**src/rtl/xor_chain_engine.sv**
```systemverilog
module xor_chain_engine #(
  parameter int AW = 32,
  parameter int DW = 32,
  parameter int MAX_SRC = 8
) (
  input  logic          clk,
  input  logic          rst,
  input  logic          reg_wr,
  input  logic [1:0]    reg_addr,
  input  logic [DW-1:0] reg_wdata,
  output logic [DW-1:0] reg_rdata,
  output logic          irq,
  output logic          mem_req,
  output logic          mem_we,
  output logic [AW-1:0] mem_addr,
  output logic [DW-1:0] mem_wdata,
  input  logic          mem_ready,
  input  logic [DW-1:0] mem_rdata,
  input  logic          mem_err
);
  localparam int HALF  = MAX_SRC / 2;
  localparam int BASEW = HALF + 4;
  localparam int TOTW  = BASEW + HALF;
  localparam int FIW   = $clog2(TOTW);
  localparam int SLW   = $clog2(MAX_SRC);
  localparam int CW    = 3;
  localparam int XB    = CW * MAX_SRC;
  localparam int WB    = XB + 1;
  localparam int IB    = XB + 2;
  localparam int AB    = 5;

  localparam logic [FIW-1:0] F_S1   = FIW'(1);
  localparam logic [FIW-1:0] F_SH   = FIW'(HALF);
  localparam logic [FIW-1:0] F_DST  = FIW'(HALF + 1);
  localparam logic [FIW-1:0] F_CNT  = FIW'(HALF + 2);
  localparam logic [FIW-1:0] F_CMD  = FIW'(HALF + 3);
  localparam logic [FIW-1:0] F_XOFF = FIW'(BASEW - HALF);
  localparam logic [FIW-1:0] F_END  = FIW'(TOTW - 1);
  localparam logic [SLW-1:0] SL_LO  = SLW'(HALF - 1);
  localparam logic [SLW-1:0] SL_HI  = SLW'(MAX_SRC - 1);

  localparam logic [CW-1:0] C_LOAD = 3'd1;
  localparam logic [CW-1:0] C_XOR  = 3'd2;
  localparam logic [CW-1:0] C_IMM  = 3'd3;

  localparam logic [1:0] R_CTRL = 2'd0;
  localparam logic [1:0] R_NDA  = 2'd1;
  localparam logic [1:0] R_STAT = 2'd2;

  typedef enum logic [1:0] {S_IDLE, S_FETCH, S_SRC, S_WRITE} state_t;

  state_t        st;
  logic          en, f_eoc, f_eot, f_abort;
  logic [AW-1:0] nda, nxt, dst, cnt, off;
  logic [AW-1:0] src [MAX_SRC];
  logic [DW-1:0] cmd, acc;
  logic [FIW-1:0] fidx;
  logic [SLW-1:0] slot;

  logic          busy, dwe, ext, rd_src, hs, fetch_last, fetch_done, wr_step, desc_end;
  logic          ctrl_wr, stop, go;
  logic [CW-1:0] code;
  logic [SLW-1:0] last_slot;
  logic [AW-3:0] words_left;
  logic [DW-1:0] cmd_now;
  logic [AW-1:0] desc_base;

  assign busy       = (st != S_IDLE);
  assign code       = cmd[slot*CW +: CW];
  assign ext        = cmd[XB];
  assign dwe        = cmd[WB];
  assign last_slot  = ext ? SL_HI : SL_LO;
  assign rd_src     = (code == C_LOAD) || (code == C_XOR);
  assign words_left = cnt[AW-1:2];
  assign ctrl_wr    = reg_wr && (reg_addr == R_CTRL);
  assign stop       = ctrl_wr && !reg_wdata[0];
  assign go         = ctrl_wr && reg_wdata[0];
  assign hs         = mem_req && mem_ready;
  assign desc_base  = {nda[AW-1:AB], {AB{1'b0}}};

  assign fetch_last = (fidx == F_END) || ((fidx == F_CMD) && !mem_rdata[XB]);
  assign fetch_done = (st == S_FETCH) && hs && !mem_err && fetch_last;
  assign wr_step    = (st == S_WRITE) && (!dwe || (hs && !mem_err));
  assign desc_end   = (fetch_done && (words_left == '0)) ||
                      (wr_step && (words_left == (AW-2)'(1)));
  assign cmd_now    = ((st == S_FETCH) && (fidx == F_CMD)) ? mem_rdata : cmd;

  assign mem_req   = (st == S_FETCH) || ((st == S_SRC) && rd_src) || ((st == S_WRITE) && dwe);
  assign mem_we    = (st == S_WRITE);
  assign mem_wdata = acc;

  always_comb begin
    case (st)
      S_FETCH: mem_addr = desc_base + (AW'(fidx) << 2);
      S_SRC:   mem_addr = src[slot] + off;
      default: mem_addr = dst + off;
    endcase
  end

  always_comb begin
    case (reg_addr)
      R_CTRL:  reg_rdata = DW'(en);
      R_NDA:   reg_rdata = DW'(nda);
      R_STAT:  reg_rdata = DW'({f_abort, f_eot, f_eoc, busy});
      default: reg_rdata = '0;
    endcase
  end

  assign irq = f_eoc | f_eot | f_abort;

  always_ff @(posedge clk) begin
    if (rst) begin
      st <= S_IDLE;
      en <= 1'b0;
      f_eoc <= 1'b0;
      f_eot <= 1'b0;
      f_abort <= 1'b0;
      nda <= '0;
      nxt <= '0;
      dst <= '0;
      cnt <= '0;
      off <= '0;
      cmd <= '0;
      acc <= '0;
      fidx <= '0;
      slot <= '0;
      for (int i = 0; i < MAX_SRC; i++) src[i] <= '0;
    end else begin
      if (reg_wr && reg_addr == R_STAT) begin
        f_eoc   <= f_eoc   & ~reg_wdata[1];
        f_eot   <= f_eot   & ~reg_wdata[2];
        f_abort <= f_abort & ~reg_wdata[3];
      end
      if (reg_wr && reg_addr == R_NDA && !busy) nda <= reg_wdata[AW-1:0];

      if (stop) begin
        st <= S_IDLE;
        en <= 1'b0;
      end else begin
        case (st)
          S_IDLE:
            if (go && nda != '0) begin
              st   <= S_FETCH;
              en   <= 1'b1;
              fidx <= '0;
            end
          S_FETCH:
            if (hs) begin
              if (mem_err) begin
                st <= S_IDLE;
                en <= 1'b0;
                f_abort <= 1'b1;
              end else begin
                if (fidx == '0) nxt <= mem_rdata[AW-1:0];
                else if (fidx >= F_S1 && fidx <= F_SH) src[SLW'(fidx - F_S1)] <= mem_rdata[AW-1:0];
                else if (fidx == F_DST) dst <= mem_rdata[AW-1:0];
                else if (fidx == F_CNT) cnt <= mem_rdata[AW-1:0];
                else if (fidx == F_CMD) cmd <= mem_rdata;
                else src[SLW'(fidx - F_XOFF)] <= mem_rdata[AW-1:0];
                fidx <= fidx + FIW'(1);
                if (fetch_last) begin
                  off  <= '0;
                  slot <= '0;
                  acc  <= '0;
                  st   <= S_SRC;
                end
              end
            end
          S_SRC:
            if (rd_src) begin
              if (hs) begin
                if (mem_err) begin
                  st <= S_IDLE;
                  en <= 1'b0;
                  f_abort <= 1'b1;
                end else begin
                  acc <= (code == C_LOAD) ? mem_rdata : (acc ^ mem_rdata);
                  if (slot == last_slot) st <= S_WRITE;
                  else slot <= slot + SLW'(1);
                end
              end
            end else begin
              if (code == C_IMM && slot == '0) acc <= DW'(src[0]);
              if (slot == last_slot) st <= S_WRITE;
              else slot <= slot + SLW'(1);
            end
          S_WRITE:
            if (dwe && hs && mem_err) begin
              st <= S_IDLE;
              en <= 1'b0;
              f_abort <= 1'b1;
            end else if (wr_step) begin
              cnt  <= cnt - AW'(4);
              off  <= off + AW'(4);
              slot <= '0;
              acc  <= '0;
              st   <= S_SRC;
            end
          default: st <= S_IDLE;
        endcase

        if (desc_end) begin
          if (cmd_now[IB]) begin
            if (nxt == '0) f_eoc <= 1'b1;
            else f_eot <= 1'b1;
          end
          if (nxt == '0) begin
            st <= S_IDLE;
            en <= 1'b0;
          end else begin
            nda  <= nxt;
            fidx <= '0;
            st   <= S_FETCH;
          end
        end
      end
    end
  end
endmodule

```
**config.mk**
```make
export PLATFORM = sky130hd
export DESIGN_NAME = xor_chain_engine
export DESIGN_NICKNAME = d
export VERILOG_FILES = /design/src/rtl/xor_chain_engine.sv
export SDC_FILE = /design/constraint.sdc
export NUM_CORES = 1
export LEC_CHECK = 0
export ABC_AREA = 1
export BUFFER_PORTS_ARGS = -buffer_cell sky130_fd_sc_hd__buf_2
export CORE_MARGIN = 2
export CORE_UTILIZATION = 55
export DETAILED_ROUTE_END_ITERATION = 6
export PLACE_DENSITY_LB_ADDON = 0.08
export SETUP_SLACK_MARGIN = 0.02
export SYNTH_ARGS = -nofsm -noshare
export SYNTH_HDL_FRONTEND = slang
export SYNTH_SLANG_ARGS = --single-unit
```
**constraint.sdc**
```tcl
create_clock -name clk -period 4.85 [get_ports clk]
set_input_delay 0.97 -clock clk [delete_from_list [all_inputs] [get_ports clk]]
set_output_delay 0.97 -clock clk [all_outputs]
set_load 0.02 [all_outputs]
```
==> impl_results.md, run 1 <==
- Power Density: 468 mW/mm2
- FFs w/ async S/R, synth: 0
- Drt first-iter violations: 2461
- Largest net degree at the start of global routing: 100
- Synth cell count leaders: 542 x nor2_1, 525 x nand2_1, 330 x o21ai_0
- Final Hold Vio Count: 0
- Yosys warning count: 0
- Share of cells above drive strength 1: 0.147
- TritonRoute pass-1 iters: 6
- Slew Limit Fails: 0
- Wire per inst: 21.8 um
- Period utilization: 0.995
- Worst setup margin: 22.7 ps
- IO Pins: 170
- Peak Freq: 207 MHz
- Register area share after synthesis: 0.481
- Yosys top cell by area: edfxtp_1
- Die height: 220 um
- Post-Syn Nets: 3330
- Rows: 79
- First-pass GRT wire length: 129000 um
- Clock root cell: clkbuf_16
- Relative slew slack: 0.276
- Final antenna-violating net count: 0
- Layout fillers: 4069
- Chip width: 220 um
- Crit Path Max Fanout: 18
- Clk pin slew, worst setup/hold paths: 60 ps
- Placer congestion estimate: 1.02
- Detailed placer's ending HPWL: 60800 um
- Max rail drop VDD: 0.000430 V
- Crit path launch type: flop
- Required time worst endpoint: 3880 ps
- Placeable Area: 0.0463 mm2
- Average cell area after synthesis: 7.96 um2
- Cell with the most instances after synthesis: nor2_1
- Vias per inst: 5.92
- Global Route Usage Sum: 0.352
- EDFF count, synth: 256
- Clk_skew: 24.5 ps
- Final #Nets: 3461
- CTS HTree Levels: 2
- Post-place setup slack: 220 ps
- Cts bufs inserted: 53
- CP Capture Type: output pin
- Port bufs: 169
- Setup TNS: 0 ps
- Clock Sinks: 487
- Main synth FF type: edfxtp_1
- Via count: 23.7k
- Tightest Hold Check Type: reg2reg
- Bufs on Longest Clock Path: 3
- Final hold slack: 460 ps
- LEAKAGE: 0.0122 uW
- Initial core utilization: 0.554
- Minimum clock period: 4830 ps
- Grt ovf: 0
- Critical path data arrival time: 3860 ps
- Drt total wl: 87100 um
- Layout area overhead: 16.0%
- Synth cell types: 59
- Mapped Cells: 3217
- DIE AREA: 0.0483 mm2
- Setup violators final: 0
- Slew at the pin closest to its max-slew limit: 1080 ps
- Initial antenna violation count: 1
- DRC: 0
- Syn Std Cell Area: 0.0256 mm2
- Top cells by area, synth: edfxtp_1 30%, dfxtp_1 18%, nor2_1 7.9%, nand2_1 7.7%, o21ai_0 6.4%
- Total power: 13900 uW
- Skew-Pair Late Insertion Delay: 620 ps
- Max Cap Viol: 0
- Vias in the first global route: 21.6k
- Status: complete, no violations
- Share of the synthesized area in the top cell type: 0.300
- Register bit total from synthesis: 487
- RSZ-0062 raised after global routing: true
- Worst setup path class: reg2out
- Hold buffer count at CTS: 0
- CTS tree: built
registers in the layout, indices dropped and copies added (netlist names), named ones only:
register   count
mem_wdata     32
f_eot          1
cmd           27
off           30
slot           3
fidx           4
st             2
nda           32
f_eoc          1
dst           32
f_abort        1
nxt           32
en             1
src          256
cnt           30
final timing paths:
| check | from | end | slack, ps | cells past startpoint |
|---|---|---|---|---|
| setup / recovery | flop | mem_addr[18] | 20 | 17 |
| hold / removal | cmd[15] | cmd[15] | 460 | 2 |
| setup reg to reg | fidx[1] | src[7][9] | 1160 | 17 |
| hold reg to reg | cmd[15] | cmd[15] | 460 | 2 |
placed cells by master, fill, tap and decap left out, types with 21 or more instances in the layout:
| cell | instances |
|---|---|
| nor2_1 | 538 |
| nand2_1 | 494 |
| o21ai_0 | 300 |
| edfxtp_1 | 256 |
| a21oi_1 | 246 |
| inv_1 | 239 |
| dfxtp_1 | 228 |
| buf_2 | 161 |
| nand3_1 | 137 |
| buf_4 | 70 |
| mux2i_1 | 63 |
| clkbuf_16 | 59 |
| xor2_1 | 52 |
| o22ai_1 | 42 |
| o211ai_1 | 41 |
| o21ai_1 | 39 |
| nand2_2 | 37 |
| clkinv_1 | 36 |
| nor3_1 | 31 |
| nand4_1 | 27 |
| ha_4 | 23 |
| nor4_1 | 21 |
power by group:
part | total [uW] | internal [uW] | switching, uW
Clock | 3890 | 2200 | 1690
Combinational | 5070 | 1620 | 3450
Sequential | 4960 | 4660 | 308
logic make-up (layout without fill, tap and decap cells):
| group | after synthesis | in the layout | synth area share |
|---|---|---|---|
| buffers and inverters | 469 | 642 | 0.0725 |
| muxes | 65 | 65 | 0.0254 |
| adders and majority gates | 42 | 42 | 0.0205 |
| xor gates and xnor gates | 69 | 69 | 0.0243 |
| and+or+nand+nor | 1339 | 1339 | 0.219 |
| DFF | 487 | 487 | 0.481 |
| AOI/OAI and AO/OA | 745 | 745 | 0.157 |
| other | 1 | 2 | 0.000146 |
worst max-delay path, cell delays in order (launching register included):
cell,delay (ps)
dfxtp_4,380
buf_12,150
buf_12,150
mux2i_1,130
o211ai_1,360
nand3_1,190
nand2_4,140
ha_4,230
a21oi_4,190
inv_1,60
o21ai_1,120
o211ai_1,160
a21oi_1,150
inv_1,100
a31oi_1,170
nand2_1,120
a31oi_1,230
buf_2,210
metal layers:
metal | track usage | vias up | share of wire
met4 | 0.158 | 0 | 0.048
met1 | 0.484 | 11135 | 0.41
met2 | 0.547 | 1150 | 0.45
li1 | - | 11116 | -
met5 | 0 | - | 0
met3 | 0.0566 | 249 | 0.089
timing repair:
item	in CTS	in global routing
gates resized for setup	56	133
cloned	2	5
buffers inserted	4	12
pin swaps	3	31
endpoints found under the hold margin	0	0
setup endpoints to repair	21	21
area by class of cell:
cell class / instances / area [um2] / share of cell area
timing repair buffer: 255 / 1820 / 0.0612
clock buffer: 75 / 1490 / 0.0501
antenna: 1 / 2.50 / 0.0000842
clock inverter: 22 / 161 / 0.00543
tap: 607 / 759 / 0.0256
multi-input combinational: 2261 / 12100 / 0.406
sequential: 487 / 12300 / 0.415
inverter: 290 / 1100 / 0.0370
stage by stage:
stage | util | cell area, um2 | std cells
after detailed placement | 0.583 | 27000 | 3877
after CTS | 0.626 | 29000 | 3980
after global routing | 0.642 | 29700 | 3998
after global placement | 0.583 | 27000 | 3877
final | 0.642 | 29700 | 3998
after floorplan | - | 25600 | 3217
Note: power is estimated with default switching activity, not from simulation.
==> inputs of run 2 (changes only) <==
MAX_ROUTING_LAYER = met4   (was not set)
==> run 2 against run 1 <==
Utilization grew 1.0 points. First-iteration DRC count shrank 2.2%. Clock-buffer cell count shrank 3. Register-to-register slack gained 150 ps. Combinational power is essentially flat. Die area is the same. Clock skew grew 7.6 ps. Non-clock buffer count grew 23. Sequential power is essentially flat. Critical path type unchanged.
==> impl_results.md, run 2 (synthesis results as in run 1) <==
- Status: complete, no violations
- Minimum clock period: 4850 ps
- Reg2reg start: cnt[2]
- Rows: 79
- Non-filler instance count after layout: 4020
- Vias per inst: 5.84
- Clk pin slew, worst setup/hold paths: 60 ps
- Largest net degree at the start of global routing: 82
- Drt first-iter violations: 2407
- TritonRoute pass-1 iters: 5
- Critical path data arrival time: 3880 ps
- Peak Freq: 206 MHz
- Die height: 220 um
- Skew-Pair Late Insertion Delay: 620 ps
- Placer congestion estimate: 0.999
- Bufs on Longest Clock Path: 3
- Commonest non-fill, non-tap cell in the layout: nor2_1
- Via count: 23.5k
- Detailed placer's ending HPWL: 60300 um
- Vias in the first global route: 21.9k
- Crit Path Max Fanout: 6
- Most frequent cells in the layout: 536 x nor2_1, 482 x nand2_1, 280 x o21ai_0
- Port bufs: 169
- Relative slew slack: 0.283
- Setup TNS: 0 ps
- Crit path launch type: flop
- Max Cap Viol: 0
- Period utilization: 0.999
- LEAKAGE: 0.0125 uW
- Placeable Area: 0.0463 mm2
- Power Density: 469 mW/mm2
- Wire per inst: 21.4 um
- First-pass GRT wire length: 128000 um
- Initial antenna violation count: 1
- Share of cells above drive strength 1: 0.164
- Final Hold Vio Count: 0
- Global Route Usage Sum: 0.359
- Cts bufs inserted: 51
- Required time worst endpoint: 3880 ps
- CTS tree: built
- Final antenna-violating net count: 0
- DIE AREA: 0.0483 mm2
- Grt ovf: 0
- CTS HTree Levels: 2
- Drt total wl: 86100 um
- Placed Instances: 3888
- Max reg flops: 256
- Clock Sinks: 487
- Layout area overhead: 17.8%
- Initial core utilization: 0.554
- Final #Nets: 3482
- Max rail drop VDD: 0.000415 V
- Clock root cell: clkbuf_16
- Reg with most FFs: src
- Tightest Hold Check Type: reg2reg
- Chip width: 220 um
- IO Pins: 170
- CP Capture Type: output pin
- Clk_skew: 32.1 ps
- DRC: 0
- Slew at the pin closest to its max-slew limit: 1070 ps
- Slew Limit Fails: 0
- Worst setup path class: reg2out
- Min-delay src: cmd[16]
- RSZ-0062 raised after global routing: true
- Setup violators final: 0
-- run 2: cell count changes in the layout (fill, tap and decap cells not counted), moves of 4 or more --
cell and change:
nand2_4 +7, clkbuf_1 -5, bufinv_16 +4, clkbuf_8 +5, o21ai_1 +18, o21ai_0 -20
buf_6 +4, clkinv_1 -4, nand2_1 -12, nand2_2 +5, buf_16 +4, buf_4 +20
-- run 2: worst paths after layout --
kind	to	slack, ps	cells past startpoint
max	mem_addr[27]	4	19
min reg2reg	cmd[16]	450	2
max reg2reg	nda[14]	1310	13
min	cmd[16]	450	2
-- run 2: stage by stage --
| stage | instance area [um2] | power [uW] | hold slack [ps] | worst slack, ps | utilization |
|---|---|---|---|---|---|
| 6_report | 30200 | 14100 | 454 | 4.06 | 0.652 |
| 5_1_grt | 30200 | 14800 | 477 | -175 | 0.652 |
| 4_1_cts | 29500 | 13900 | 456 | 4.16 | 0.638 |
| 3_5_place_dp | 27100 | 9670 | 447 | 164 | 0.585 |
| 3_3_place_gp | 27100 | 9620 | 441 | 233 | 0.585 |
| 2_1_floorplan | 25600 | 8040 | 429 | 80.6 | - |
-- run 2: cell type report --
type                            instances  area, um2
Antenna cell                            2       5.00
Clock buffer                           72       1470
Clock inverter                         23        285
Fill cell                            3993      16100
Inverter                              290       1090
Multi-Input combinational cell       2261      12200
Sequential cell                       487      12300
Tap cell                              607        759
Timing Repair Buffer                  278       2020
-- run 2: timing repair --
action	in CTS	in global routing
pin swaps	31	81
resized for setup	113	134
hold buffers	0	0
endpoints found under the setup margin	22	21
setup buffers	12	16
cloned	2	5
-- run 2: per-layer routing --
| layer | share of wire | global-route usage | up-vias |
|---|---|---|---|
| li1 | - | - | 11158 |
| met5 | 0 | - | - |
| met1 | 0.42 | 0.465 | 11115 |
| met3 | 0.074 | 0.0588 | 196 |
| met2 | 0.47 | 0.564 | 1001 |
| met4 | 0.041 | 0.143 | 0 |
-- run 2: worst max-delay path, cell delays in order, from the launching register on --
cell and delay (ps):
dfxtp_4 370, buf_12 150, buf_16 130, mux2i_1 120, o211ai_1 370, nand3_1 160, nand2_2 200, ha_4 250
nand2_2 120, inv_1 70, a21oi_2 200, o21ai_2 80, nand2_1 80, nand3_2 90, nand2_1 80, o211ai_1 180
buf_4 200, o21ai_1 150, o21ai_1 80, buf_4 160
-- run 2: power by group --
group          leakage, uW  internal [uW]  total [uW]  switching [uW]
Sequential         0.00452           4650        4950             295
Combinational      0.00712           1640        5100            3460
Clock             0.000861           2380        4100            1710
